--- src/rtl/gpio_pkg.sv ---
// Shared constants, register decode and port geometry for the GPIO bank.
// Assumes at most REG_W pins per port and NUM_PORTS <= REG_W.
package gpio_pkg;

    localparam int NUM_PORTS    = 6;
    localparam int REG_W        = 8;
    localparam int ADDR_W       = 16;
    localparam int PORT_SEL_LSB = 12;
    localparam int OFF_W        = PORT_SEL_LSB;

    localparam logic [OFF_W-1:0]  OFF_DATA  = 12'h3FC;
    localparam logic [OFF_W-1:0]  OFF_DIR   = 12'h400;
    localparam logic [OFF_W-1:0]  OFF_ALT   = 12'h420;
    localparam logic [OFF_W-1:0]  OFF_EN    = 12'h51C;
    localparam logic [ADDR_W-1:0] GATE_ADDR = 16'hF608;

    typedef enum logic [2:0] {
        PREG_NONE,
        PREG_DATA,
        PREG_DIR,
        PREG_ALT,
        PREG_EN
    } port_reg_e;

    // Pin count of a port index; ports 4 and 5 are narrow.
    function automatic int port_width(int idx);
        case (idx)
            4:       return 6;
            5:       return 5;
            default: return 8;
        endcase
    endfunction

    // Map an in-port offset to the register it selects.
    function automatic port_reg_e decode_offset(logic [OFF_W-1:0] off);
        case (off)
            OFF_DATA: return PREG_DATA;
            OFF_DIR:  return PREG_DIR;
            OFF_ALT:  return PREG_ALT;
            OFF_EN:   return PREG_EN;
            default:  return PREG_NONE;
        endcase
    endfunction

endpackage

--- src/rtl/gpio_sync.sv ---
// Multi-stage input synchronizer for a group of pins.
// Assumes STAGES >= 2; resets every stage to 0.
module gpio_sync #(
    parameter int WIDTH  = 8,
    parameter int STAGES = 2
) (
    input  logic             clk,
    input  logic             rst_n,
    input  logic [WIDTH-1:0] d,
    output logic [WIDTH-1:0] q
);

    logic [STAGES-1:0][WIDTH-1:0] stage_q;

    // Shift pin levels through the synchronizer chain.
    always_ff @(posedge clk) begin
        if (!rst_n) begin
            stage_q <= '0;
        end else begin
            stage_q[0] <= d;
            for (int k = 1; k < STAGES; k++) begin
                stage_q[k] <= stage_q[k-1];
            end
        end
    end

    assign q = stage_q[STAGES-1];

endmodule

--- src/rtl/gpio_sysctl.sv ---
// Clock-gate register and per-port readiness counters.
// Assumes the gate register is always accessible; a port counts as ready
// READY_CYCLES edges after its gate bit was seen set.
module gpio_sysctl #(
    parameter int NUM_PORTS    = 6,
    parameter int REG_W        = 8,
    parameter int READY_CYCLES = 2
) (
    input  logic                 clk,
    input  logic                 rst_n,
    input  logic                 wr_en,
    input  logic [REG_W-1:0]     wdata,
    output logic [REG_W-1:0]     gate_rd,
    output logic [NUM_PORTS-1:0] port_ready
);

    localparam int CNT_W = $clog2(READY_CYCLES + 1);

    logic [NUM_PORTS-1:0] gate_q;

    // Capture gate bits; reserved bits are never stored.
    always_ff @(posedge clk) begin
        if (!rst_n) begin
            gate_q <= '0;
        end else if (wr_en) begin
            gate_q <= wdata[NUM_PORTS-1:0];
        end
    end

    // Zero-extend the gate bits onto the read bus.
    always_comb begin
        gate_rd = '0;
        gate_rd[NUM_PORTS-1:0] = gate_q;
    end

    if (NUM_PORTS < REG_W) begin : g_rsvd
        logic unused_rsvd;
        assign unused_rsvd = ^wdata[REG_W-1:NUM_PORTS];
    end

    for (genvar gi = 0; gi < NUM_PORTS; gi++) begin : g_ready
        logic [CNT_W-1:0] cnt_q;

        // Count cycles since the gate opened, saturating at the limit.
        always_ff @(posedge clk) begin
            if (!rst_n || !gate_q[gi]) begin
                cnt_q <= '0;
            end else if (cnt_q != CNT_W'(READY_CYCLES)) begin
                cnt_q <= cnt_q + 1'b1;
            end
        end

        assign port_ready[gi] = gate_q[gi] && (cnt_q == CNT_W'(READY_CYCLES));
    end

endmodule

--- src/rtl/gpio_port.sv ---
// One GPIO port: control registers, input synchronizer and pin muxing.
// Assumes wr_en is already qualified by address hit and port readiness.
module gpio_port
    import gpio_pkg::*;
#(
    parameter int WIDTH       = 8,
    parameter int RW          = 8,
    parameter int SYNC_STAGES = 2
) (
    input  logic             clk,
    input  logic             rst_n,
    input  logic             wr_en,
    input  logic [OFF_W-1:0] reg_off,
    input  logic [RW-1:0]    wdata,
    output logic [RW-1:0]    rd_data,
    input  logic [WIDTH-1:0] pin_in,
    input  logic [WIDTH-1:0] alt_out,
    input  logic [WIDTH-1:0] alt_oe,
    output logic [WIDTH-1:0] pin_out,
    output logic [WIDTH-1:0] pin_oe
);

    logic [WIDTH-1:0] latch_q, dir_q, alt_q, en_q;
    logic [WIDTH-1:0] level_s;
    logic [WIDTH-1:0] plain_out, drive_val, oe_val, data_view;
    port_reg_e        reg_sel;

    assign reg_sel = decode_offset(reg_off);

    // Update the selected control register on an accepted write.
    always_ff @(posedge clk) begin
        if (!rst_n) begin
            latch_q <= '0;
            dir_q   <= '0;
            alt_q   <= '0;
            en_q    <= '0;
        end else if (wr_en) begin
            case (reg_sel)
                PREG_DATA: latch_q <= wdata[WIDTH-1:0];
                PREG_DIR:  dir_q   <= wdata[WIDTH-1:0];
                PREG_ALT:  alt_q   <= wdata[WIDTH-1:0];
                PREG_EN:   en_q    <= wdata[WIDTH-1:0];
                default:   ;
            endcase
        end
    end

    gpio_sync #(
        .WIDTH (WIDTH),
        .STAGES(SYNC_STAGES)
    ) u_sync (
        .clk  (clk),
        .rst_n(rst_n),
        .d    (pin_in),
        .q    (level_s)
    );

    // Pick each pin's source and form its enable, value and readback.
    always_comb begin
        plain_out = dir_q & ~alt_q;
        drive_val = (alt_q & alt_out) | (~alt_q & latch_q);
        oe_val    = en_q & ((alt_q & alt_oe) | plain_out);
        data_view = en_q & ((plain_out & latch_q) | (~plain_out & level_s));
    end

    assign pin_oe  = oe_val;
    assign pin_out = oe_val & drive_val;

    // Return the addressed register, zero-extended to the bus width.
    always_comb begin
        rd_data = '0;
        case (reg_sel)
            PREG_DATA: rd_data[WIDTH-1:0] = data_view;
            PREG_DIR:  rd_data[WIDTH-1:0] = dir_q;
            PREG_ALT:  rd_data[WIDTH-1:0] = alt_q;
            PREG_EN:   rd_data[WIDTH-1:0] = en_q;
            default:   rd_data = '0;
        endcase
    end

    if (WIDTH < RW) begin : g_narrow
        logic unused_wdata;
        assign unused_wdata = ^wdata[RW-1:WIDTH];
    end

endmodule

--- src/rtl/gpio_bank.sv ---
// Top of the GPIO bank: bus decode, gate readiness check, registered read
// path and per-port instances. Assumes one access per bus_en cycle.
module gpio_bank
    import gpio_pkg::*;
#(
    parameter int ADDR_BITS    = ADDR_W,
    parameter int DATA_BITS    = REG_W,
    parameter int PORTS        = NUM_PORTS,
    parameter int SYNC_STAGES  = 2,
    parameter int READY_CYCLES = 2
) (
    input  logic                       clk,
    input  logic                       rst_n,
    input  logic                       bus_en,
    input  logic                       bus_we,
    input  logic [ADDR_BITS-1:0]       bus_addr,
    input  logic [DATA_BITS-1:0]       bus_wdata,
    output logic [DATA_BITS-1:0]       bus_rdata,
    output logic                       bus_err,
    input  logic [PORTS*DATA_BITS-1:0] pin_in,
    input  logic [PORTS*DATA_BITS-1:0] alt_out,
    input  logic [PORTS*DATA_BITS-1:0] alt_oe,
    output logic [PORTS*DATA_BITS-1:0] pin_out,
    output logic [PORTS*DATA_BITS-1:0] pin_oe
);

    localparam int PIDX_W = ADDR_BITS - PORT_SEL_LSB;

    logic [PIDX_W-1:0]                 port_idx;
    logic [OFF_W-1:0]                  reg_off;
    logic                              gate_hit;
    logic [PORTS-1:0]                  port_hit;
    logic [PORTS-1:0]                  port_ready;
    logic [PORTS-1:0][DATA_BITS-1:0]   port_rd;
    logic [DATA_BITS-1:0]              gate_rd;
    logic [DATA_BITS-1:0]              rd_mux;
    logic                              blocked;
    logic [DATA_BITS-1:0]              rdata_q;
    logic                              err_q;

    assign port_idx = bus_addr[ADDR_BITS-1:PORT_SEL_LSB];
    assign reg_off  = bus_addr[PORT_SEL_LSB-1:0];
    assign gate_hit = bus_en && (bus_addr == ADDR_BITS'(GATE_ADDR));

    // Work out which port an access targets.
    always_comb begin
        for (int i = 0; i < PORTS; i++) begin
            port_hit[i] = bus_en && (port_idx == PIDX_W'(i));
        end
    end

    assign blocked = |(port_hit & ~port_ready);

    gpio_sysctl #(
        .NUM_PORTS   (PORTS),
        .REG_W       (DATA_BITS),
        .READY_CYCLES(READY_CYCLES)
    ) u_sysctl (
        .clk       (clk),
        .rst_n     (rst_n),
        .wr_en     (gate_hit && bus_we),
        .wdata     (bus_wdata),
        .gate_rd   (gate_rd),
        .port_ready(port_ready)
    );

    for (genvar gi = 0; gi < PORTS; gi++) begin : g_port
        localparam int W = port_width(gi);
        logic [W-1:0] p_out, p_oe;

        gpio_port #(
            .WIDTH      (W),
            .RW         (DATA_BITS),
            .SYNC_STAGES(SYNC_STAGES)
        ) u_port (
            .clk    (clk),
            .rst_n  (rst_n),
            .wr_en  (port_hit[gi] && port_ready[gi] && bus_we),
            .reg_off(reg_off),
            .wdata  (bus_wdata),
            .rd_data(port_rd[gi]),
            .pin_in (pin_in[gi*DATA_BITS +: W]),
            .alt_out(alt_out[gi*DATA_BITS +: W]),
            .alt_oe (alt_oe[gi*DATA_BITS +: W]),
            .pin_out(p_out),
            .pin_oe (p_oe)
        );

        assign pin_out[gi*DATA_BITS +: W] = p_out;
        assign pin_oe[gi*DATA_BITS +: W]  = p_oe;

        if (W < DATA_BITS) begin : g_pad
            logic unused_pad;
            assign pin_out[gi*DATA_BITS+W +: DATA_BITS-W] = '0;
            assign pin_oe[gi*DATA_BITS+W +: DATA_BITS-W]  = '0;
            assign unused_pad = ^{pin_in[gi*DATA_BITS+W +: DATA_BITS-W],
                                  alt_out[gi*DATA_BITS+W +: DATA_BITS-W],
                                  alt_oe[gi*DATA_BITS+W +: DATA_BITS-W]};
        end
    end

    // Select read data from the gate register or a ready port.
    always_comb begin
        rd_mux = '0;
        if (gate_hit) begin
            rd_mux = gate_rd;
        end
        for (int i = 0; i < PORTS; i++) begin
            if (port_hit[i] && port_ready[i]) begin
                rd_mux = port_rd[i];
            end
        end
    end

    // Register read data on reads and flag refused accesses for one cycle.
    always_ff @(posedge clk) begin
        if (!rst_n) begin
            rdata_q <= '0;
            err_q   <= 1'b0;
        end else begin
            err_q <= blocked;
            if (bus_en && !bus_we) begin
                rdata_q <= rd_mux;
            end
        end
    end

    assign bus_rdata = rdata_q;
    assign bus_err   = err_q;

endmodule

--- config.mk ---
export PLATFORM = sky130hd
export DESIGN_NAME = gpio_bank
export DESIGN_NICKNAME = d
export VERILOG_FILES = /design/src/rtl/gpio_pkg.sv /design/src/rtl/gpio_sync.sv /design/src/rtl/gpio_sysctl.sv /design/src/rtl/gpio_port.sv /design/src/rtl/gpio_bank.sv
export SDC_FILE = /design/constraint.sdc
export NUM_CORES = 1
export LEC_CHECK = 0
export ABC_AREA = 1
export BUFFER_PORTS_ARGS = -buffer_cell sky130_fd_sc_hd__buf_2
export CAP_MARGIN = 20
export CORE_ASPECT_RATIO = 1.5
export CORE_MARGIN = 3
export CORE_UTILIZATION = 30
export DETAILED_ROUTE_END_ITERATION = 12
export GPL_TIMING_DRIVEN = 0
export HOLD_SLACK_MARGIN = 0.15
export SETUP_SLACK_MARGIN = 0.5
export SYNTH_ARGS = -nofsm -noshare
export SYNTH_HDL_FRONTEND = slang
export SYNTH_HIERARCHICAL = 1
export SYNTH_SLANG_ARGS = --single-unit
--- constraint.sdc ---
create_clock -name clk -period 2.24 [get_ports clk]
set_input_delay 0.336 -clock clk [delete_from_list [all_inputs] [get_ports clk]]
set_output_delay 0.336 -clock clk [all_outputs]
set_load 0.01 [all_outputs]
==> metrics.cfg, run 1 <==
[status]
status=completed

[sta]
whs_ns=0.225
hold_violations=0
period_share_pct=85.6
post-route-min-period_ns=1.92
rsz0062_at_grt=true
max_freq_mhz=522
slew_viol_final=0
setup_viol=0
worst_slew_pin_slew_ns=0.674
slew_headroom_pct=55.1
fin_skew_ns=0.0367

[critical_path]
r2r_start=u_sysctl/g_ready[3].cnt_q[0]
arrival_ns=1.58
worstSetupEndpointType=output port
r2r_slack_ns=0.45
worst_path_largest_cell_delay_ns=0.42
slowest_stage=dfxtp_4
cp-start-kind=flop
reg2reg_depth=12
reg2reg_to=g_port[3].u_port/latch_q[2]
crit_type=reg2out
path_cells=nand2_4 -> a21oi_4 -> a21boi_2 -> buf_2
cp.required_ns=1.90
cp_max_fo=4

[drt]
routed_wl_um=68300
vias_per_cell=4.59
via_count=19469
drc=0
drtPass1Iterations=5
wl_per_cell_um=16.1
dr.first_iter.drc_count=1058
antenna_left=0

[floorplanning]
ioPinCount=277
core_region_area_sq_um=60100
start_util_pct=30.4
die_width_um=208
fp-row-count=110
die-area_sq_um=64000
fp.dieH_um=308

[cts]
clk_latency_ns=0.56
path_clk_slew_ns=0.06
cts_root_buffer=clkbuf_16
cts.htree.levels=2
cts.sinks=285
cts_tree=yes
cts_buffer_depth=3
cts_buffers=34

[cells_and_area]
fill_cells=6261
seqCellArea_sq_um=5920
drive_gt1_share_pct=36.3
design_area_sq_um=25700
utilization_pct=42.7
area_delta_synth_final_pct=40.5
final_net_count=3613
multiInputGateArea_sq_um=11100

[power]
vdd_drop_max_v=0.000543
power_mw=11.8
power_density_nw_per_um2=459
p_leak_nw=12.7

[synthesis]
syn_area_per_cell_sq_um=6.27
syn_area_sq_um=18300
ys_ff_latch=285
syn_inst=2915
seq_area_frac_synth_pct=31.2
synth_cell_type_count=35
yosysWarnings=6

[min_path]
whs_path_depth=3
min_to=g_port[4].u_port/u_sync/stage_q[3]
min_from=rst_n
hold_class=in2reg

[placement]
post-dp-hpwl_um=47300
place_area_sq_um=20600
port_buffers=251
gp_congestion=0.908

[grt]
grt_pass1_wl_um=102000
grt_pass1_vias=18697
grt_max_degree=26
grtUsageTotal_pct=20.3
use_met2_pct=37.4
grt.met3_usage_pct=3.87
gr-total-overflow=0
met1_usage_pct=22.8
top_usage_layer=met2
antenna_found_initial=4

[flow_run]
cap_violations=0

[logic make-up (layout without fill, tap and decap cells)]
group | after synthesis | after routing | synth area share [%]
AO/OA/AOI/OAI | 143 | 143 | 4.59
adder cells (fa/ha/maj) | 6 | 6 | 0.410
buffers and inverters | 669 | 1196 | 16.2
flip-flops | 285 | 285 | 31.2
other | 4 | 19 | 0.0821
AND/OR/NAND/NOR | 1808 | 1811 | 47.5
[placed cells by master (no fill, tap or decap), drive strengths merged, types with 7 or more instances in the layout]
master / netlist / routed
a21oi: 81 / 81
nor2: 500 / 501
nand4: 162 / 162
inv: 547 / 549
nand3: 170 / 172
nand2: 967 / 967
a21boi: 43 / 43
buf: 120 / 538
dlygate4sd3: 0 / 43
o21ai: 14 / 14
clkbuf: 1 / 58
dfxtp: 285 / 285
conb: 4 / 17
nor3: 7 / 7
[metal layers]
| layer | wire length [um] | vias to the layer above |
|---|---|---|
| met5 | 34 | - |
| met4 | 3060 | 4 |
| met2 | 34700 | 572 |
| met1 | 26500 | 8854 |
| met3 | 4100 | 153 |
| li1 | - | 9886 |
[area by class of cell]
| type | instances | area share (%) |
|---|---|---|
| clock inverters | 9 | 0.253 |
| clock buffers | 50 | 3.98 |
| diodes | 2 | 0.0195 |
| flip-flops and latches | 285 | 23.0 |
| repair buffers | 468 | 13.4 |
| plain buffers | 121 | 4.07 |
| inverters | 548 | 8.36 |
| multi-input cells | 1977 | 43.0 |
| well taps | 784 | 3.82 |
[cells in the mapped netlist]
library cell | count | share of area, %
o21ai_0 | 11 | 0.30
nor3_1 | 4 | 0.11
dfxtp_1 | 285 | 31
nor4_1 | 2 | 0.068
buf_4 | 70 | 2.9
ha_1 | 6 | 0.41
o21ai_1 | 3 | 0.082
nor2_4 | 24 | 1.5
nor2_8 | 26 | 2.8
buf_1 | 24 | 0.49
nand4_1 | 161 | 5.5
inv_2 | 21 | 0.43
clkbuf_2 | 1 | 0.027
nand4_2 | 1 | 0.068
nor3_4 | 2 | 0.18
a21boi_1 | 5 | 0.21
nand2_2 | 54 | 1.8
inv_1 | 526 | 11
nand3_2 | 15 | 0.82
o211ai_1 | 2 | 0.082
nand2_1 | 901 | 18
nor2_1 | 416 | 8.5
nand3_4 | 20 | 1.9
buf_2 | 7 | 0.19
nor3_2 | 1 | 0.055
nand2_4 | 12 | 0.74
buf_12 | 4 | 0.44
conb_1 | 4 | 0.082
o32ai_1 | 3 | 0.14
a21boi_0 | 38 | 1.6
nor2_2 | 34 | 1.2
a21oi_1 | 81 | 2.2
clkinv_1 | 1 | 0.021
buf_6 | 15 | 0.92
nand3_1 | 135 | 3.7
[sequential cells by signal (all words and copies together), names as in the netlist]
signal	count
bus_err	1
bus_rdata	8
g_port.u_port/alt_q	43
g_port.u_port/dir_q	43
g_port.u_port/en_q	43
g_port.u_port/latch_q	43
g_port.u_port/u_sync/q	43
g_port.u_port/u_sync/stage_q	43
u_sysctl/g_ready.cnt_q	12
u_sysctl/gate_q	6
[through the flow]
step	TNS [ns]	cells	setup WS, ns
floorplan	0	2928	0.500
global placement	-3.20	3963	-0.533
detailed placement	-2.87	3964	-0.514
CTS	0	4183	0.308
global route	0	4242	0.257
finish	0	4244	0.323
[where the power goes]
part           leakage [nW]  internal (mW)  switching (mW)
logic                  9.77          0.402           0.716
clock network         0.532           3.17            2.38
registers              2.37           5.09          0.0194
[timing repair]
action,CTS,global route
hold endpoints to repair,43,0
pin swaps,61,238
gates cloned,2,10
hold buffers,43,0
setup endpoints to repair,260,239
buffers inserted,115,49
gates resized for setup,469,299
[worst max path at each step]
stage,from,endpoint,slack [ns],cells after the start
finish,g_port[2].u_port/alt_q[7],pin_out[23],0.32,4
global route,g_port[2].u_port/alt_q[7],pin_out[23],0.26,4
CTS,g_port[3].u_port/alt_q[7],pin_out[31],0.31,5
detailed placement,bus_addr[5],bus_rdata[3],-0.51,16
global placement,bus_addr[5],bus_rdata[3],-0.53,16
floorplan,u_sysctl/g_ready[5].cnt_q[0],g_port[5].u_port/latch_q[1],0.50,14
[worst max-delay path, delay by kind of cell (launching register included)]
kind	cells	cell delay [ns]
compound gates	2	0.38
flops	1	0.42
simple gates	1	0.09
buf+inv	1	0.13
(Power assumes the default switching activity.)
==> run 2, diff against run 1 <==
==> constraint.sdc (replaced) <==
create_clock -name clk -period 1.9 [get_ports clk]
set_input_delay 0.285 -clock clk [delete_from_list [all_inputs] [get_ports clk]]
set_output_delay 0.285 -clock clk [all_outputs]
set_load 0.01 [all_outputs]
==> run 2 against run 1 <==
Compared with the run above:
- first-iteration DRC count fell by 1.9%
- cell count rose by 0.47%
- sequential power rose by 18%
- critical endpoint is now pin_out[17]
==> metrics.cfg, run 2 (same netlist as run 1, synthesis figures left out) <==
[cts]
clk_latency_ns=0.55
cts_buffers=34
cts_tree=yes
cts.htree.levels=2
cts.sinks=285
cts_buffer_depth=3
cts_root_buffer=clkbuf_16
path_clk_slew_ns=0.06

[floorplanning]
die-area_sq_um=64000
fp.dieH_um=308
core_region_area_sq_um=60100
fp-row-count=110
ioPinCount=277
start_util_pct=30.4
die_width_um=208

[grt]
gr-total-overflow=0
grt_pass1_wl_um=105000
grtUsageTotal_pct=20.8
antenna_found_initial=4
grt_max_degree=26
grt_pass1_vias=18920

[drt]
routed_wl_um=69400
via_count=19549
wl_met3_um=4560
drtPass1Iterations=6
vias_per_cell=4.58
dr.first_iter.drc_count=1038
wl_met1_um=26700
wl_per_cell_um=16.3
antenna_left=0
drc=0
wl_met2_um=35300
highest_layer=met5

[power]
p_leak_nw=12.8
power_density_nw_per_um2=535
vdd_drop_max_v=0.000590

[critical_path]
crit_type=reg2out
reg2reg_to=bus_rdata[1]
cp-start-kind=flop
worstSetupEndpointType=output port
reg2reg_depth=17
r2r_slack_ns=0.12
arrival_ns=1.55
cp_max_fo=3
cp.required_ns=1.62
r2r_start=g_port[0].u_port/alt_q[1]

[sta]
hold_violations=0
period_share_pct=96.7
fin_skew_ns=0.0219
max_freq_mhz=544
slew_viol_final=0
worst_slew_pin_slew_ns=0.712
setup_viol=0
whs_ns=0.286
rsz0062_at_grt=true
finalWorstSetupSlack_ns=0.0619
slew_headroom_pct=52.5
post-route-min-period_ns=1.84

[cells_and_area]
area_delta_synth_final_pct=43.8
utilization_pct=43.7
fill_cells=6173
drive_gt1_share_pct=38.8
final_net_count=3633
mostFrequentLayoutCells=727 x nand2_1, 428 x inv_1, 374 x nor2_1
layout_commonest_cell=nand2_1

[status]
status=completed

[min_path]
min_from=bus_wdata[5]
whs_path_depth=3
min_to=g_port[4].u_port/en_q[5]
hold_class=in2reg

[flow_run]
cap_violations=0

[placement]
gp_congestion=0.886
post-place-ws_ns=-0.707
post-dp-hpwl_um=47700
port_buffers=251

[run 2: worst max-delay path, stage by stage, from the launching register on]
cell,delay [ns]
dfxtp_4,0.40
nand2_4,0.09
a21oi_4,0.21
a21boi_2,0.17
buf_2,0.13
[run 2: where the power goes]
part | switching (mW) | internal [mW] | total (mW)
Sequential | 0.0236 | 6.00 | 6.02
Combinational | 0.856 | 0.473 | 1.33
Clock | 2.75 | 3.97 | 6.73
[run 2: area by class of cell]
class / instances / area (sq um) / share of cell area (%)
clock inverters: 12 / 153 / 0.581
inverters: 548 / 2180 / 8.29
well taps: 784 / 981 / 3.73
flip-flops and latches: 285 / 5940 / 22.6
diodes: 4 / 10.0 / 0.0381
repair buffers: 488 / 3700 / 14.1
plain buffers: 121 / 1070 / 4.07
multi-input cells: 1977 / 11300 / 42.9
clock buffers: 45 / 963 / 3.66
[run 2: how the worst max path moves through the flow]
stage | to | cells after the start | slack [ns] | from
after global routing | pin_out[17] | 4 | 0.01 | g_port[2].u_port/alt_q[1]
after floorplan | g_port[5].u_port/latch_q[0] | 14 | 0.21 | u_sysctl/g_ready[5].cnt_q[0]
after CTS | pin_out[17] | 5 | 0.03 | g_port[2].u_port/alt_q[1]
after global placement | bus_rdata[3] | 16 | -0.75 | bus_addr[5]
final | pin_out[17] | 4 | 0.06 | g_port[2].u_port/alt_q[1]
after detailed placement | bus_rdata[3] | 16 | -0.71 | bus_addr[5]
[run 2: routing by layer]
| layer | track usage, % | vias to the layer above |
|---|---|---|
| met4 | 8.21 | 4 |
| met2 | 38.5 | 633 |
| met5 | 0 | - |
| met1 | 23.1 | 8822 |
| met3 | 4.33 | 156 |
| li1 | - | 9934 |
[run 2: stage by stage]
stage | instance area, sq um | power (mW) | cells | setup TNS [ns]
2_1_floorplan | 18600 | 6.88 | 2928 | 0
3_3_place_gp | 20800 | 7.42 | 3963 | -37.23
3_5_place_dp | 20800 | 7.43 | 3964 | -23.06
4_1_cts | 24900 | 14.3 | 4216 | 0
5_1_grt | 26300 | 14.6 | 4260 | 0
6_report | 26300 | 14.1 | 4264 | 0
[run 2: what timing repair did]
item	in CTS	in global routing
cloned	16	6
setup buffers	136	38
hold buffers	43	0
gates resized for setup	534	306
pin swaps	152	233
setup endpoints to repair	275	275
endpoints found under the hold margin	43	0
==> run 3, diff against run 2 <==
--- a/config.mk
+++ b/config.mk
@@ -14,7 +14,7 @@
 export DETAILED_ROUTE_END_ITERATION = 12
 export GPL_TIMING_DRIVEN = 0
 export HOLD_SLACK_MARGIN = 0.15
-export SETUP_SLACK_MARGIN = 0.5
+export SETUP_SLACK_MARGIN = 0.02
 export SYNTH_ARGS = -nofsm -noshare
 export SYNTH_HDL_FRONTEND = slang
 export SYNTH_HIERARCHICAL = 1
==> run 3 against run 2 <==
Compared with the run above:
- register-to-register slack about the same
- largest power group unchanged
- total power up 2.1%
- critical endpoint is now pin_out[20]
- combinational power down 3%
- die area unchanged
- the flow now finishes with violations (negative setup slack)
- clock skew up 0.0068 ns
- global-route usage down 1.0 points
==> metrics.cfg, run 3 (same netlist as run 1, synthesis figures left out) <==
[floorplanning]
fp-row-count=110
die-area_sq_um=64000
die_width_um=208
core_region_area_sq_um=60100
ioPinCount=277
fp.dieH_um=308
start_util_pct=30.4

[critical_path]
cp-start-kind=flop
cp.required_ns=1.62
crit_type=reg2out
crit_start=g_port[2].u_port/alt_q[4]
r2r_start=u_sysctl/g_ready[3].cnt_q[0]
arrival_ns=1.65
worstSetupEndpointType=output port
cp_max_fo=4

[drt]
wl_per_cell_um=15.9
drtPass1Iterations=6
via_count=18696
routed_wl_um=65800
antenna_left=0
vias_per_cell=4.53
dr.first_iter.drc_count=995
drc=0

[cells_and_area]
final_net_count=3499
design_area_sq_um=23500
layout_commonest_cell=nand2_1
mostFrequentLayoutCells=863 x nand2_1, 475 x inv_1, 411 x nor2_1
area_delta_synth_final_pct=28.7
drive_gt1_share_pct=27.4

[placement]
gp_congestion=0.890
port_buffers=251
place_area_sq_um=20600
post-dp-hpwl_um=47300
post-place-ws_ns=-0.763

[flow_run]
cap_violations=0

[sta]
hold_violations=0
period_share_pct=102
fin_skew_ns=0.0287
setup_tns_ns=-0.0306
setup_viol=1
max_freq_mhz=518
finalWorstSetupSlack_ns=-0.0306
worst_slew_pin_slew_ns=0.698
rsz0062_at_grt=true
slew_viol_final=0
slew_headroom_pct=53.1
post-route-min-period_ns=1.93

[cts]
cts_tree=yes
cts_buffers=35
cts.htree.levels=2
cts_root_buffer=clkbuf_16
path_clk_slew_ns=0.07
clk_latency_ns=0.56
cts_buffer_depth=3
cts.sinks=285

[grt]
grt_max_degree=26
grtUsageTotal_pct=19.7
grt_pass1_vias=17425
antenna_found_initial=5
gr-total-overflow=0
grt_pass1_wl_um=98500

[power]
power_frac_clock_pct=48.8
power_frac_comb_pct=9.0
power_mw=14.4
vdd_drop_max_v=0.000591
power_switching_share_pct=25.9
seqPwrFrac_pct=42.2
switchingPower_mw=3.73
p_int_mw=10.6
p_leak_nw=11.8
power_density_nw_per_um2=611

[status]
violations=negative setup slack
status=complete, but fails checks

[min_path]
min_from=rst_n
hold_class=in2reg

run 3: cell types whose count changed in the layout (fill, tap and decap cells not counted), sizes merged:
cell	delta
inv	+1
bufinv	+1
clkbuf	+4
buf	-140
nand3	-1
clkinvlp	-1
diode	-2
clkinv	+3
run 3: through the flow:
stage               std cells  hold WS, ns  util (%)
floorplan                2928        0.377         -
global placement         3963        0.393      34.2
detailed placement       3964        0.400      34.2
CTS                      4093        0.161      37.9
global route             4127        0.179      39.1
finish                   4129        0.180      39.1
run 3: repair_timing:
item	CTS	global route
gates resized for setup	184	181
pin swaps	14	42
hold endpoints to repair	43	0
setup endpoints to repair	203	218
cloned	0	3
setup buffers	27	31
hold buffers	43	0
run 3: worst max-delay path, stage by stage, from the launching register on:
cell and delay, ns:
dfxtp_2 0.34, inv_2 0.07, nand2_1 0.08, a21oi_2 0.18
a21boi_1 0.24, buf_2 0.17
run 3: final cells by class:
cell class | count | area (sq um)
Fill cell | 6566 | 36600
Multi-Input combinational cell | 1976 | 10300
Sequential cell | 285 | 5810
Timing Repair Buffer | 354 | 2240
Inverter | 548 | 2080
Tap cell | 784 | 981
Buffer | 121 | 976
Clock buffer | 43 | 957
Clock inverter | 16 | 210
Antenna cell | 2 | 5.00
run 3: final timing paths:
check | end | slack (ns) | cells past startpoint
max | pin_out[20] | -0.03 | 5
min | g_port[1].u_port/en_q[1] | 0.18 | 3
max reg2reg | g_port[3].u_port/alt_q[1] | 0.11 | 12
min reg2reg | g_port[5].u_port/u_sync/q[2] | 0.41 | 2
run 3: power groups by stage:
| stage | Combinational (mW) | Clock (mW) | Sequential [mW] |
|---|---|---|---|
| final | 1.29 | 7.02 | 6.06 |
| after CTS | 1.28 | 7.24 | 6.07 |
| after detailed placement | 1.20 | 0 | 6.22 |
| after global routing | 1.42 | 7.42 | 6.07 |
| after floorplan | 0.665 | 0 | 6.21 |
| after global placement | 1.19 | 0 | 6.22 |
run 3: metal layers:
| metal | GRT usage [%] | share of wire, % | wire (um) | up-vias |
|---|---|---|---|---|
| met4 | 7.03 | 3.5 | 2270 | 6 |
| met1 | 22.7 | 40 | 26300 | 8401 |
| met5 | 0 | 0.049 | 32 | - |
| met3 | 3.76 | 6.0 | 3950 | 118 |
| met2 | 36.4 | 51 | 33200 | 523 |
| li1 | - | - | - | 9648 |
